**config.mk**
```make
export PLATFORM = sky130hd
export DESIGN_NAME = meas_bank
export DESIGN_NICKNAME = d
export VERILOG_FILES = /design/src/rtl/meas_pkg.sv /design/src/rtl/meas_loc_track.sv /design/src/rtl/meas_decide.sv /design/src/rtl/meas_regfile.sv /design/src/rtl/meas_bank.sv
export SDC_FILE = /design/constraint.sdc
export NUM_CORES = 1
export LEC_CHECK = 0
export ABC_AREA = 1
export BUFFER_PORTS_ARGS = -buffer_cell sky130_fd_sc_hd__buf_2
export CORE_MARGIN = 5
export CORE_UTILIZATION = 45
export CTS_CLUSTER_DIAMETER = 50
export DETAILED_ROUTE_END_ITERATION = 16
export PLACE_DENSITY = 0.68
export SLEW_MARGIN = 20
export SYNTH_ARGS = -nofsm -noshare
export SYNTH_HDL_FRONTEND = slang
export SYNTH_SLANG_ARGS = --single-unit
export TNS_END_PERCENT = 30
```
**constraint.sdc**
```tcl
create_clock -name clk -period 9.3 [get_ports clk]
set_input_delay 1.86 -clock clk [delete_from_list [all_inputs] [get_ports clk]]
set_output_delay 1.86 -clock clk [all_outputs]
set_load 0.05 [all_outputs]
```
**src/rtl/meas_pkg.sv**
```systemverilog
package meas_pkg;
  localparam logic [2:0] OP_READ    = 3'd0;
  localparam logic [2:0] OP_EXTEND  = 3'd1;
  localparam logic [2:0] OP_CLEAR   = 3'd2;
  localparam logic [2:0] OP_DROP    = 3'd3;
  localparam logic [2:0] OP_CTRL_WR = 3'd4;
  localparam logic [2:0] OP_CTRL_RD = 3'd5;

  localparam logic [1:0] ST_OK   = 2'b00;
  localparam logic [1:0] ST_DENY = 2'b10;
  localparam logic [1:0] ST_BAD  = 2'b11;

  localparam int LOC_TOP  = 4;
  localparam int LOC_IDLE = 3;

  typedef struct packed {
    logic [1:0] status;
    logic       ext;
    logic       clr;
    logic       drop;
    logic       ctrl_wr;
  } verdict_t;

  // Minimum locality per register tier: lower half general, next quarter
  // mid tier, top quarter launch-only.
  function automatic int min_loc(int idx, int nreg);
    if (idx < nreg / 2)            return 0;
    else if (idx < (nreg * 3) / 4) return 3;
    else                           return 4;
  endfunction
endpackage

```
**src/rtl/meas_loc_track.sv**
```systemverilog
module meas_loc_track #(
  parameter int LW = 3
) (
  input  logic          clk,
  input  logic          rst_n,
  input  logic          launch_i,
  input  logic          drop_en,
  input  logic [LW-1:0] drop_lvl,
  output logic [LW-1:0] lvl_o
);
  import meas_pkg::*;

  logic          launch_q;
  logic [LW-1:0] lvl_q;
  logic [LW-1:0] lvl_nxt;

  always_comb begin
    lvl_nxt = drop_en ? drop_lvl : lvl_q;
    if (launch_i && !launch_q)
      lvl_nxt = LW'(LOC_TOP);
    else if (!launch_i && int'(lvl_nxt) > LOC_IDLE)
      lvl_nxt = LW'(LOC_IDLE);
  end

  always_ff @(posedge clk) begin
    if (!rst_n) begin
      launch_q <= 1'b0;
      lvl_q    <= LW'(LOC_IDLE);
    end else begin
      launch_q <= launch_i;
      lvl_q    <= lvl_nxt;
    end
  end

  assign lvl_o = lvl_q;
endmodule

```
**src/rtl/meas_decide.sv**
```systemverilog
module meas_decide #(
  parameter int NREG = 8,
  parameter int LW   = 3,
  parameter int IW   = 3
) (
  input  logic [2:0]          op,
  input  logic [LW-1:0]       loc,
  input  logic [IW-1:0]       idx,
  input  logic [LW-1:0]       lvl,
  input  logic                launch_i,
  output meas_pkg::verdict_t  v
);
  import meas_pkg::*;

  logic bad;
  int   need;

  always_comb begin
    need = min_loc(int'(idx), NREG);
    bad  = (op > OP_CTRL_RD) || (int'(loc) > LOC_TOP) ||
           (int'(loc) == LOC_TOP && !launch_i) ||
           (op == OP_DROP && int'(idx) > LOC_TOP);
    v = '0;
    if (bad) begin
      v.status = ST_BAD;
    end else if (loc > lvl) begin
      v.status = ST_DENY;
    end else begin
      v.status = ST_OK;
      case (op)
        OP_EXTEND, OP_CLEAR: begin
          if (int'(loc) < need) v.status = ST_DENY;
          else if (op == OP_EXTEND) v.ext = 1'b1;
          else v.clr = 1'b1;
        end
        OP_DROP: begin
          if (int'(idx) > int'(lvl)) v.status = ST_DENY;
          else v.drop = 1'b1;
        end
        OP_CTRL_WR: begin
          if (int'(loc) != LOC_TOP) v.status = ST_DENY;
          else v.ctrl_wr = 1'b1;
        end
        default: ;
      endcase
    end
  end
endmodule

```
**src/rtl/meas_regfile.sv**
```systemverilog
module meas_regfile #(
  parameter int          NREG = 8,
  parameter int          DW   = 32,
  parameter int          IW   = 3,
  parameter int          ROT  = 5,
  parameter logic [31:0] SALT = 32'h9E3779B9
) (
  input  logic               clk,
  input  logic               rst_n,
  input  logic               ext,
  input  logic               clr,
  input  logic [IW-1:0]      idx,
  input  logic [DW-1:0]      data,
  output logic [DW-1:0]      rd_val,
  output logic [DW-1:0]      mix_val,
  output logic [NREG*DW-1:0] bank_o
);
  logic [DW-1:0] regs [NREG];

  assign rd_val  = regs[idx];
  assign mix_val = ((rd_val << ROT) | (rd_val >> (DW - ROT))) ^ data ^ DW'(SALT);

  for (genvar g = 0; g < NREG; g++) begin : g_slot
    logic sel;
    assign sel = (ext || clr) && (int'(idx) == g);
    always_ff @(posedge clk) begin
      if (!rst_n)   regs[g] <= '0;
      else if (sel) regs[g] <= clr ? '0 : mix_val;
    end
    assign bank_o[g*DW +: DW] = regs[g];
  end
endmodule

```
**src/rtl/meas_bank.sv**
```systemverilog
module meas_bank #(
  parameter int          IW   = 3,
  parameter int          DW   = 32,
  parameter int          LW   = 3,
  parameter int          CW   = 8,
  parameter int          ROT  = 5,
  parameter logic [31:0] SALT = 32'h9E3779B9
) (
  input  logic          clk,
  input  logic          rst_n,
  input  logic          launch_i,
  input  logic          cmd_valid,
  output logic          cmd_ready,
  input  logic [2:0]    cmd_op,
  input  logic [LW-1:0] cmd_loc,
  input  logic [IW-1:0] cmd_idx,
  input  logic [DW-1:0] cmd_data,
  output logic          rsp_valid,
  input  logic          rsp_ready,
  output logic [1:0]    rsp_status,
  output logic [DW-1:0] rsp_data
);
  import meas_pkg::*;

  localparam int NREG = 2 ** IW;

  logic               fire;
  verdict_t           vd;
  logic [LW-1:0]      lvl_q;
  logic [DW-1:0]      rd_val;
  logic [DW-1:0]      mix_val;
  logic [NREG*DW-1:0] bank_flat;
  logic [CW-1:0]      ctrl_q;
  logic [DW-1:0]      ok_data;

  assign cmd_ready = !rsp_valid || rsp_ready;
  assign fire      = cmd_valid && cmd_ready;

  meas_decide #(.NREG(NREG), .LW(LW), .IW(IW)) decide_i (
    .op(cmd_op), .loc(cmd_loc), .idx(cmd_idx), .lvl(lvl_q),
    .launch_i(launch_i), .v(vd)
  );

  meas_loc_track #(.LW(LW)) track_i (
    .clk(clk), .rst_n(rst_n), .launch_i(launch_i),
    .drop_en(fire && vd.drop), .drop_lvl(LW'(cmd_idx)), .lvl_o(lvl_q)
  );

  meas_regfile #(.NREG(NREG), .DW(DW), .IW(IW), .ROT(ROT), .SALT(SALT)) rf_i (
    .clk(clk), .rst_n(rst_n), .ext(fire && vd.ext), .clr(fire && vd.clr),
    .idx(cmd_idx), .data(cmd_data), .rd_val(rd_val), .mix_val(mix_val),
    .bank_o(bank_flat)
  );

  always_ff @(posedge clk) begin
    if (!rst_n)                  ctrl_q <= '0;
    else if (fire && vd.ctrl_wr) ctrl_q <= cmd_data[CW-1:0];
  end

  always_comb begin
    case (cmd_op)
      OP_READ:    ok_data = rd_val;
      OP_EXTEND:  ok_data = mix_val;
      OP_DROP:    ok_data = DW'(cmd_idx);
      OP_CTRL_WR: ok_data = DW'(cmd_data[CW-1:0]);
      OP_CTRL_RD: ok_data = DW'(ctrl_q);
      default:    ok_data = '0;
    endcase
  end

  always_ff @(posedge clk) begin
    if (!rst_n) begin
      rsp_valid  <= 1'b0;
      rsp_status <= ST_OK;
      rsp_data   <= '0;
    end else if (fire) begin
      rsp_valid  <= 1'b1;
      rsp_status <= vd.status;
      rsp_data   <= (vd.status == ST_OK) ? ok_data : '0;
    end else if (rsp_ready) begin
      rsp_valid  <= 1'b0;
    end
  end
endmodule

```
# After elaboration in Yosys (flattened, before gate mapping)
# Memory sizes are Yosys's and may differ from the RTL's.
# Index checks and enable logic that the tools add are counted.
[totals]
mem_bits_ro = 0
n_memories = 1
word_cells = 130
latch_bits = 0
in_bits = 46
ramBits = 256
reg_bits = 47
[memory_table]
columns = ["name", "words", "width", "read_ports", "rd_ports_with_merged_regs", "write_ports", "line_no", "source"]
rows = [
  ["rf_i.regs", 8, 32, 1, 0, 8, "meas_regfile.sv:18", "logic [DW-1:0] regs [NREG];"],
]
[classes]
muxes = 59
n_bitwise = 11
shifts = 0
n_eq_ne = 14
reduce_logical = 30
n_mul = 0
add_sub_neg = 0
magnitude_cmp = 9
div = 0
[ops]
columns = ["operator", "n"]
rows = [
  ["32-bit 2-to-1 mux", 11],
  ["32-bit one-hot mux with 5 select lines", 1],
  ["1-bit 2-to-1 mux", 33],
  ["4-bit by 32-bit less-than comparator with 1-bit output", 1],
  ["32-bit by 5-bit bitwise OR with 32-bit output", 1],
  ["32-bit XOR", 1],
  ["3-bit == test (second input constant)", 7],
  ["20-bit inverter", 1],
  ["1-bit logical AND", 17],
  ["2-bit 2-to-1 mux", 7],
  ["3-bit by 2-bit == test with 1-bit output (second input constant)", 4],
  ["3-bit 2-to-1 mux", 4],
  ["3-bit greater-than comparator (second input constant)", 3],
  ["4-bit 2-to-1 mux", 2],
  ["1-bit bitwise OR", 8],
  ["3-bit by 1-bit == test with 1-bit output (second input constant)", 2],
  ["3-bit greater-than comparator", 2],
  ["3-bit zero test", 2],
  ["3-bit less-than comparator (second input constant)", 2],
  ["2-bit one-hot mux with 3 select lines", 1],
  ["1-bit logical OR", 5],
  ["3-bit by 2-bit greater-than comparator with 1-bit output (second input constant)", 1],
  ["1-bit zero test", 3],
  ["3-bit inequality test (second input constant)", 1],
  ["3 further kinds", 3],
]

# Logic depth before layout (Yosys ltp)
[depth]
ltp_word = 15
ltp_mapped = 14

# Hierarchy
# Synthesis repeated with hierarchy kept, for this count alone.
[hier_totals]
hier_cells = 1854
area_unflattened_um2 = 15592.5
[by_module_without_submodules]
columns = ["mod", "seq_area_each_um2", "instances", "area_each_um2", "cells_per_inst"]
rows = [
  ["meas_regfile", 7687.4, 1, 12723.5, 1422],
  ["meas_bank", 860.8, 1, 2311.0, 333],
  ["meas_decide", 0.0, 1, 367.9, 68],
  ["meas_loc_track", 80.1, 1, 190.2, 31],
]

# Least setup slack after synthesis
# OpenSTA, ideal clock, no wires.
[synth_timing]
path_type = "input to register"
start = "input port cmd_idx[1]"
end = "memory rf_i.regs[2][0] (enable)"
path_stages = 12
setup_slack_ps = 4724
arrival_time_ps = 4187
path_cell_list = "buf_4 > buf_2 > buf_2 > nand2_1 > ha_1 > nand2_1 > o21ai_4 > nand2_4 > nor2_8 > buf_12 > nand3_1 > nand2_1"
[synth_rtl]
columns = ["item", "line_no", "source"]
rows = [
  ["start: declaration", "meas_bank.sv:16", "input logic [IW-1:0] cmd_idx,"],
  ["end: declaration", "meas_regfile.sv:18", ""],
]

==> qor.yml <==
floorplanning:
  std_cell_rows: 67
  die_h_um: 193
  pin_count: 82
  die_w_um: 193
  coreArea_um2: 33400
  start_util_pct: 45.4
  die-area_um2: 37400
critical_path:
  critPathBufInv: 4
  critical_path.startpoint: "cmd_idx[1]"
  required_ps: 9490
  critPathSlowestCell: "nand2_1"
  rr_worst_depth: 10
  crit_cells: 12
  worstReg2RegStart: "track_i.lvl_o[2]$_SDFF_PN0_"
  cpPeakStageDelay_ps: 580
  cp.arrival_ps: 4970
  critPathMaxFanout: 69
  cp-end-kind: "flip-flop"
  start_kind: "primary input"
  path_delay_family: "simple AND/OR/NAND/NOR gates"
  critical_path_class: "primary input to flip-flop"
  path_cells: "buf_2, buf_4, inv_8, nand2_2, ha_1, nand2_1, o21ai_4, nand2_4, nor2_8, nand3_1, nand2_1, buf_4"
logic_synthesis:
  syn_nets: 1841
  yosys_register_bits: 303
  synthesis.area_um2: 15100
  syn_avg_cell_area_um2: 8.47
  ys_seq_area_share_pct: 57.0
  synth_cell_types: 35
  syn_inst: 1787
  yosys_warnings: 0
clocking:
  clock_latency_ps: 520
  cts_tree: "done"
  cts_buffers: 37
  cts_resized: 0
  h-tree-depth: 2
  post_cts_buffers: 0
  ctsHoldBuffers: 0
  cts.sinks: 303
  clock_path_buffers: 3
  cts-root-buf: "clkbuf_16"
  clkTransAtPathRegs_ps: 60
power_and_ir_drop:
  p_clk_share_pct: 43.2
  p_sw_uw: 832
  ir_drop_uv: 115
  switching_share_pct: 25.7
  intPower_mw: 2.41
  power_density_nw_per_um2: 192
  p_seq_share_pct: 46.9
  leakage_nw: 7.50
  p_comb_share_pct: 9.9
place:
  postPlaceCellArea_um2: 15700
  dp_cells: 2232
  dp_hpwl_um: 25200
  post-place-ws_ps: 3970
  gp_congestion: 0.832
  io_buffer_count: 81
min_path:
  hold_path.class: "flip-flop to flip-flop"
  worstHoldStart: "track_i.launch_q$_SDFF_PN0_"
  min_path_cells: 1
final_layout:
  layout.nets: 1877
  antennaDiodeCount: 0
  fill_cells: 3192
  finalNonFillerCells: 2295
  finish.instance_area_um2: 16900
  final_cell_mix: "716 x nand2_1, 276 x nor2_1, 256 x edfxtp_1"
  ff_latch_area_um2: 8630
  final_core_util_pct: 50.5
  multiInputGateArea_um2: 5640
  area.growth.synth_to_final_pct: 11.4
  post_route_cells_drive_above_1_share_pct: 11.4
  final_common_cell: "nand2_1"
run:
  drv_cap: 0
global_route:
  grt_use_total_pct: 22.6
  grt_max_degree: 132
  grt_pass1_vias: 11952
  antenna_found_initial: 0
  overflow: 0
  grt_pass1_wl_um: 67500
timing:
  finClkSkew_ps: 19.8
  min_period_ps: 4780
  rsz0062_at_grt: "no"
  hold_violations: 0
  worstMarginPinSlew_ps: 1060
  slew_headroom_pct: 29.2
  min_period_over_period_pct: 51.4
  setup_viol: 0
  fmax_ghz: 0.209
  drv_slew: 0
  tns_ps: 0
  fin_ws_ps: 4520
drt:
  drt_iter0_markers: 1436
  avgViaCountPerCell: 5.42
  firstDrtPassIters: 6
  wire_per_inst_um: 18.9
  ant_nets: 0
  drt-total-wl_um: 43300
  drc: 0
  vias: 12446
status:
  outcome: "complete, no violations"
## power by group through the flow
| stage | sequential, mW | clock [mW] | combinational (mW) |
|---|---|---|---|
| floorplan | 1.55 | 0 | 0.209 |
| global placement | 1.55 | 0 | 0.312 |
| detailed placement | 1.55 | 0 | 0.316 |
| CTS | 1.52 | 1.42 | 0.318 |
| global route | 1.52 | 1.48 | 0.353 |
| finish | 1.52 | 1.40 | 0.322 |
## stage by stage
step	hold WS, ps	power (mW)
after floorplan	401	1.76
after global placement	411	1.86
after detailed placement	423	1.86
after CTS	431	3.26
after global routing	469	3.35
final	428	3.24
## state kept, by name, summed over array words and instances, names as in the netlist
signal / count
rsp_valid: 1
track_i.lvl_o: 3
rsp_data: 32
ctrl_q: 8
track_i.launch_q: 1
rf_i.regs: 256
rsp_status: 2
## cell usage after synthesis, drive strengths merged
| master | instances | area share, % |
|---|---|---|
| edfxtp | 256 | 51 |
| or2 | 1 | 0.041 |
| ha | 8 | 0.66 |
| nand3 | 214 | 8.2 |
| nor3 | 4 | 0.13 |
| nand4 | 5 | 0.43 |
| dfxtp | 47 | 6.2 |
| clkinv | 2 | 0.083 |
| buf | 78 | 3.1 |
| o211ai | 1 | 0.050 |
| nor2 | 284 | 7.3 |
| inv | 77 | 2.0 |
| a21oi | 46 | 1.5 |
| o22ai | 7 | 0.29 |
| nand2 | 722 | 18 |
| clkbuf | 22 | 0.68 |
| o21ai | 13 | 0.50 |
## metal layers
layer	track usage, %	part of all wire [%]
met3	4.17	9.6
met1	31.1	42
met4	7.37	2.6
met5	0	0
met2	36.4	46
## logic make-up (layout without fill, tap and decap cells)
| group | Yosys count | in the layout | synth area share, % |
|---|---|---|---|
| compound gates | 67 | 67 | 2.36 |
| fa+ha+maj | 8 | 8 | 0.661 |
| buf+inv | 179 | 239 | 5.87 |
| simple gates | 1230 | 1230 | 34.1 |
| flops | 303 | 303 | 57.0 |
## final timing paths
check                                                 endpoint  slack, ps
worst min register to register     track_i.lvl_o[2]$_SDFF_PN0_        430
worst min-delay path               track_i.lvl_o[2]$_SDFF_PN0_        430
worst max-delay path            rf_i.regs[5][16]$_SDFFCE_PN0P_       4520
worst max register to register  rf_i.regs[5][16]$_SDFFCE_PN0P_       6250
## cell type report
type / instances / area share (%)
Clock buffer: 42 / 5.86
Inverter: 79 / 1.89
Sequential cell: 303 / 51.2
Tap cell: 448 / 3.33
Clock inverter: 21 / 1.12
Timing Repair Buffer: 97 / 3.13
Multi-Input combinational cell: 1305 / 33.5
No activity file was read; power rests on OpenSTA's default activity.
